<file path="src/rtl/bbr_pkg.sv">
package bbr_pkg;

  // What the storage stage does on the current system clock edge.
  typedef enum logic [1:0] {
    ACT_HOLD    = 2'd0,
    ACT_FOLLOW  = 2'd1,
    ACT_CAPTURE = 2'd2
  } stage_act_e;

  // Control inputs of one direction.
  typedef struct packed {
    logic le;
    logic tick;
    logic tick_en_n;
    logic oe_n;
  } lane_ctl_t;

  localparam int unsigned NUM_LANES = 2;

endpackage

</file>
<file path="src/rtl/bbr_edge.sv">
module bbr_edge (
  input  logic clk,
  input  logic tick,
  output logic rise
);

  logic tick_q;

  // The previous value tracks the input even during reset. A level that is
  // already high when reset ends therefore does not count as an edge.
  always_ff @(posedge clk) begin
    tick_q <= tick;
  end

  assign rise = tick & ~tick_q;

endmodule

</file>
<file path="src/rtl/bbr_stage.sv">
module bbr_stage
  import bbr_pkg::*;
#(
  parameter int unsigned W = 18
) (
  input  logic         clk,
  input  logic         rst,
  input  logic         le,
  input  logic         rise,
  input  logic         tick_en_n,
  input  logic [W-1:0] din,
  output logic [W-1:0] q
);

  stage_act_e act;

  // Latch enable wins over the capture clock. An edge only counts when gated in.
  always_comb begin
    if (le)                      act = ACT_FOLLOW;
    else if (rise && !tick_en_n) act = ACT_CAPTURE;
    else                         act = ACT_HOLD;
  end

  always_ff @(posedge clk) begin
    if (rst) begin
      q <= '0;
    end else begin
      unique case (act)
        ACT_FOLLOW, ACT_CAPTURE: q <= din;
        default:                 q <= q;
      endcase
    end
  end

endmodule

</file>
<file path="src/rtl/bbr_lane.sv">
module bbr_lane
  import bbr_pkg::*;
#(
  parameter int unsigned W = 18
) (
  input  logic         clk,
  input  logic         rst,
  input  lane_ctl_t    ctl,
  input  logic [W-1:0] din,
  output logic [W-1:0] dout,
  output logic         drive
);

  logic rise;

  bbr_edge u_edge (
    .clk  (clk),
    .tick (ctl.tick),
    .rise (rise)
  );

  bbr_stage #(.W(W)) u_stage (
    .clk       (clk),
    .rst       (rst),
    .le        (ctl.le),
    .rise      (rise),
    .tick_en_n (ctl.tick_en_n),
    .din       (din),
    .q         (dout)
  );

  // The drive flag only gates the word; it never touches the stored data.
  always_ff @(posedge clk) begin
    if (rst) drive <= 1'b0;
    else     drive <= ~ctl.oe_n;
  end

endmodule

</file>
<file path="src/rtl/bidir_bus_reg.sv">
module bidir_bus_reg
  import bbr_pkg::*;
#(
  parameter int unsigned W = 18
) (
  input  logic         clk,
  input  logic         rst,
  input  logic [W-1:0] a_in,
  input  logic [W-1:0] b_in,
  input  logic         ab_le,
  input  logic         ab_tick,
  input  logic         ab_tick_en_n,
  input  logic         ab_oe_n,
  input  logic         ba_le,
  input  logic         ba_tick,
  input  logic         ba_tick_en_n,
  input  logic         ba_oe_n,
  output logic [W-1:0] b_out,
  output logic         b_out_en,
  output logic [W-1:0] a_out,
  output logic         a_out_en
);

  // Lane 0 carries A to B, lane 1 carries B to A.
  lane_ctl_t          ctl   [NUM_LANES];
  logic [W-1:0]       src   [NUM_LANES];
  logic [W-1:0]       dst   [NUM_LANES];
  logic [NUM_LANES-1:0] drv;

  assign ctl[0] = '{le: ab_le, tick: ab_tick, tick_en_n: ab_tick_en_n, oe_n: ab_oe_n};
  assign ctl[1] = '{le: ba_le, tick: ba_tick, tick_en_n: ba_tick_en_n, oe_n: ba_oe_n};
  assign src[0] = a_in;
  assign src[1] = b_in;

  for (genvar g = 0; g < NUM_LANES; g++) begin : g_lane
    bbr_lane #(.W(W)) u_lane (
      .clk   (clk),
      .rst   (rst),
      .ctl   (ctl[g]),
      .din   (src[g]),
      .dout  (dst[g]),
      .drive (drv[g])
    );
  end

  assign b_out    = dst[0];
  assign b_out_en = drv[0];
  assign a_out    = dst[1];
  assign a_out_en = drv[1];

endmodule

</file>
<file path="config.mk">
export PLATFORM = sky130hd
export DESIGN_NAME = bidir_bus_reg
export DESIGN_NICKNAME = d
export VERILOG_FILES = /design/src/rtl/bbr_pkg.sv /design/src/rtl/bbr_edge.sv /design/src/rtl/bbr_stage.sv /design/src/rtl/bbr_lane.sv /design/src/rtl/bidir_bus_reg.sv
export SDC_FILE = /design/constraint.sdc
export NUM_CORES = 1
export LEC_CHECK = 0
export CORE_MARGIN = 4
export CORE_UTILIZATION = 35
export CTS_CLUSTER_SIZE = 14
export DETAILED_ROUTE_END_ITERATION = 10
export GPL_TIMING_DRIVEN = 0
export HOLD_SLACK_MARGIN = 0.03
export PLACE_DENSITY = 0.77
export SLEW_MARGIN = 15
export SYNTH_ARGS = -nofsm -noshare
export SYNTH_HDL_FRONTEND = slang
export SYNTH_HIERARCHICAL = 1
export SYNTH_SLANG_ARGS = --single-unit
</file>
<file path="constraint.sdc">
create_clock -name clk -period 1.8 [get_ports clk]
set_input_delay 0.54 -clock clk [delete_from_list [all_inputs] [get_ports clk]]
set_output_delay 0.54 -clock clk [all_outputs]
set_load 0.01 [all_outputs]
</file>
==> out/summary.txt <==
CTS max path bufs -> 2
CTS Sinks -> 40
post-detail-place hpwl -> 2760 um
synth warn -> 6
pre-CTS setup slack -> -337 ps
Post-DRT Antenna Nets -> 0
clock root cell -> clkbuf_8
met3 WL -> 313 um
CORE AREA -> 0.00479 mm^2
XOR/XNOR Fraction of Synth Area -> 0
worst setup path class -> flip-flop to output pin
PD cells -> 722 mW/mm^2
# H-tree levels -> 2
post-synth top area share -> 0.456
GPL Wtd Cong -> 0.648
GRT Overall Usage -> 0.130
Iteration-0 DRC Markers -> 51
DR vias -> 1360
synthesized cell area -> 0.00176 mm^2
Max FO, Critical Path -> 2
compound-cell area share of the yosys netlist -> 0.00997
Post-Synth Simple-Gate Area -> 0.276
f_max -> 581 MHz
Area contributors post-synth -> dfxtp_1, nand2b_1, mux2i_1
Layout fillers -> 421
cell count after synthesis -> 166
cts bufs inserted -> 5
Worst Setup SP -> g_lane[0].u_lane/u_stage/q[2]
wl on met1 -> 1730 um
die height -> 78.8 um
Lkg Pwr -> 1.09 nW
cts-stage hold buffer count -> 0
maximum vdd drop -> 0.000388 V
First-pass DRT Iterations -> 4
sequential area share after synthesis -> 0.456
largest net degree at the start of global routing -> 21
CP top delay family -> buffers and inverters
initial antenna violation count -> 0
commonest cells after routing, fill and taps aside -> clkdlybuf4s50_1, nand2b_1, dfxtp_1
nets -> 302
Hold Path Class -> flip-flop to flip-flop
Setup-failing EPs final -> 0
CP max stage delay -> 550 ps
combinational fraction of design power -> 0.210
Remaining Overflow, GRT -> 0
post-placement cell area -> 0.00267 mm^2
Synth cell types -> 10
Hold Crit Start -> g_lane[0].u_lane/u_stage/q[15]
relative slew slack -> 0.597
FF-to-FF Start -> g_lane[0].u_lane/u_edge/tick_q
dominant cell type by area after synthesis -> dfxtp_1
CP required -> 1260 ps
critical path cell sequence -> clkdlybuf4s50_1
net switching power -> 460 uW
Worst Clk Skew -> 4.68 ps
IO buf count -> 83
Antenna Cells -> 0
Starting Density -> 0.367
routed vias/inst -> 4.20
clock network power share -> 0.300
critical path endpoint category -> output pin
top sig layer -> met4
Worst Tran Pin Value -> 604 ps
Crit path buffers/inverters -> 1
post-layout min period -> 1720 ps
internal power -> 1.53 mW
largest family of logic cells by synthesized area -> simple AND/OR/NAND/NOR gates
vias in the first global route -> 1381
Worst path slowest cell -> clkdlybuf4s50_1
die width -> 78.8 um
WP data arrival -> 1180 ps
fin area -> 0.00276 mm^2
most common cell after layout, fill and taps aside -> clkdlybuf4s50_1
fraction of layout cells with a size suffix above 1 -> 0.0545
Avg Inst Size Synth -> 10.6 um^2
status -> finished clean
post-synthesis adder-cell area fraction -> 0
count of final hold-check violations -> 0
post-synthesis mux area share -> 0.205
Yosys reg bits -> 40
DRC viols -> 0
worst reg2reg setup slack -> 680 ps
Tcrit/Tclk final -> 0.956
drt wl/cell -> 11.8 um
Max Cap Violations -> 0
Worst-path clk slew -> 70 ps
post-synthesis net count -> 212
row count -> 25
crit start category -> flip-flop
Final Routed Wirelength -> 3820 um
die area -> 0.00622 mm^2
clock latency at the later pin of the worst-skew pair -> 280 ps
routed length on met2 -> 1740 um
RSZ-0062 raised after global routing -> false
worst setup margin -> 80.0 ps
TritonCTS clock tree -> built
io pins -> 84
Net Sw Frac -> 0.231
Synth-to-Final Area Change -> 57.1%
Seq pwr share -> 0.489
Post CTS Setup Buffer Count -> 0
Max Slew Vio Count -> 0
global-route wire length before repair -> 6380 um
-- logic make-up (layout without fill, tap and decap cells) --
group,Yosys count,after routing
and+or+nand+nor,76,76
DFF,40,40
muxes,36,36
buffers and inverters,12,103
AOI/OAI and AO/OA,2,2
-- state kept, by name, indices dropped and copies added (netlist names) --
name	cells
g_lane.u_lane/u_edge/tick_q	2
g_lane.u_lane/drive	2
g_lane.u_lane/u_stage/q	36
-- power groups by stage --
| stage | sequential, mW | combinational (mW) | clock, mW |
|---|---|---|---|
| 2_1_floorplan | 1.02 | 0.154 | 0 |
| 3_3_place_gp | 0.995 | 0.422 | 0 |
| 3_5_place_dp | 0.996 | 0.425 | 0 |
| 4_1_cts | 0.976 | 0.425 | 0.630 |
| 5_1_grt | 0.985 | 0.453 | 0.671 |
| 6_report | 0.976 | 0.419 | 0.599 |
-- cell usage after synthesis (all sizes together) --
master,instances
inv,2
a21oi,2
clkbuf,6
nand2b,72
mux2i,36
buf,4
nor2b,2
dfxtp,40
nor2,2
-- routing by layer --
metal,global-route usage,vias to the layer above
li1,-,705
met1,0.160,602
met2,0.210,48
met3,0.0510,5
met4,0.0361,0
met5,0,-
-- metrics by stage --
| step | power [mW] | util | hold WS [ps] | setup TNS (ps) | instances |
|---|---|---|---|---|---|
| 2_1_floorplan | 1.18 | - | 495 | 0 | 166 |
| 3_3_place_gp | 1.42 | 0.558 | 460 | -11770 | 316 |
| 3_5_place_dp | 1.42 | 0.558 | 466 | -10920 | 316 |
| 4_1_cts | 2.03 | 0.577 | 479 | 0 | 324 |
| 5_1_grt | 2.11 | 0.577 | 501 | 0 | 324 |
| 6_report | 1.99 | 0.577 | 475 | 0 | 324 |
-- final timing paths --
kind / endpoint / cells after the start
worst max-delay path: b_out[2] / 1
worst min-delay path: g_lane[0].u_lane/u_stage/q[15] / 2
worst max register to register: g_lane[0].u_lane/u_stage/q[3] / 5
worst min register to register: g_lane[0].u_lane/u_stage/q[15] / 2
-- repair_timing --
| action | in CTS | in global routing |
|---|---|---|
| endpoints found under the setup margin | 12 | 0 |
| gates resized for setup | 1 | 0 |
| endpoints found under the hold margin | 0 | 0 |
-- area by class of cell --
cell class | count | area (um^2) | share of cell area
inverters | 2 | 7.51 | 0.00272
repair buffers | 83 | 830 | 0.301
well taps | 67 | 83.8 | 0.0304
clock buffers | 8 | 90.1 | 0.0326
plain buffers | 10 | 85.1 | 0.0308
flip-flops and latches | 40 | 801 | 0.290
multi-input cells | 114 | 863 | 0.313
-- worst reg2reg max path, cell delays in order, from the launching register on --
cell and delay, ps:
dfxtp_1 360, nor2b_4 50, a21oi_2 120, buf_6 180, buf_12 160, mux2i_1 190
(Power assumes the default switching activity.)
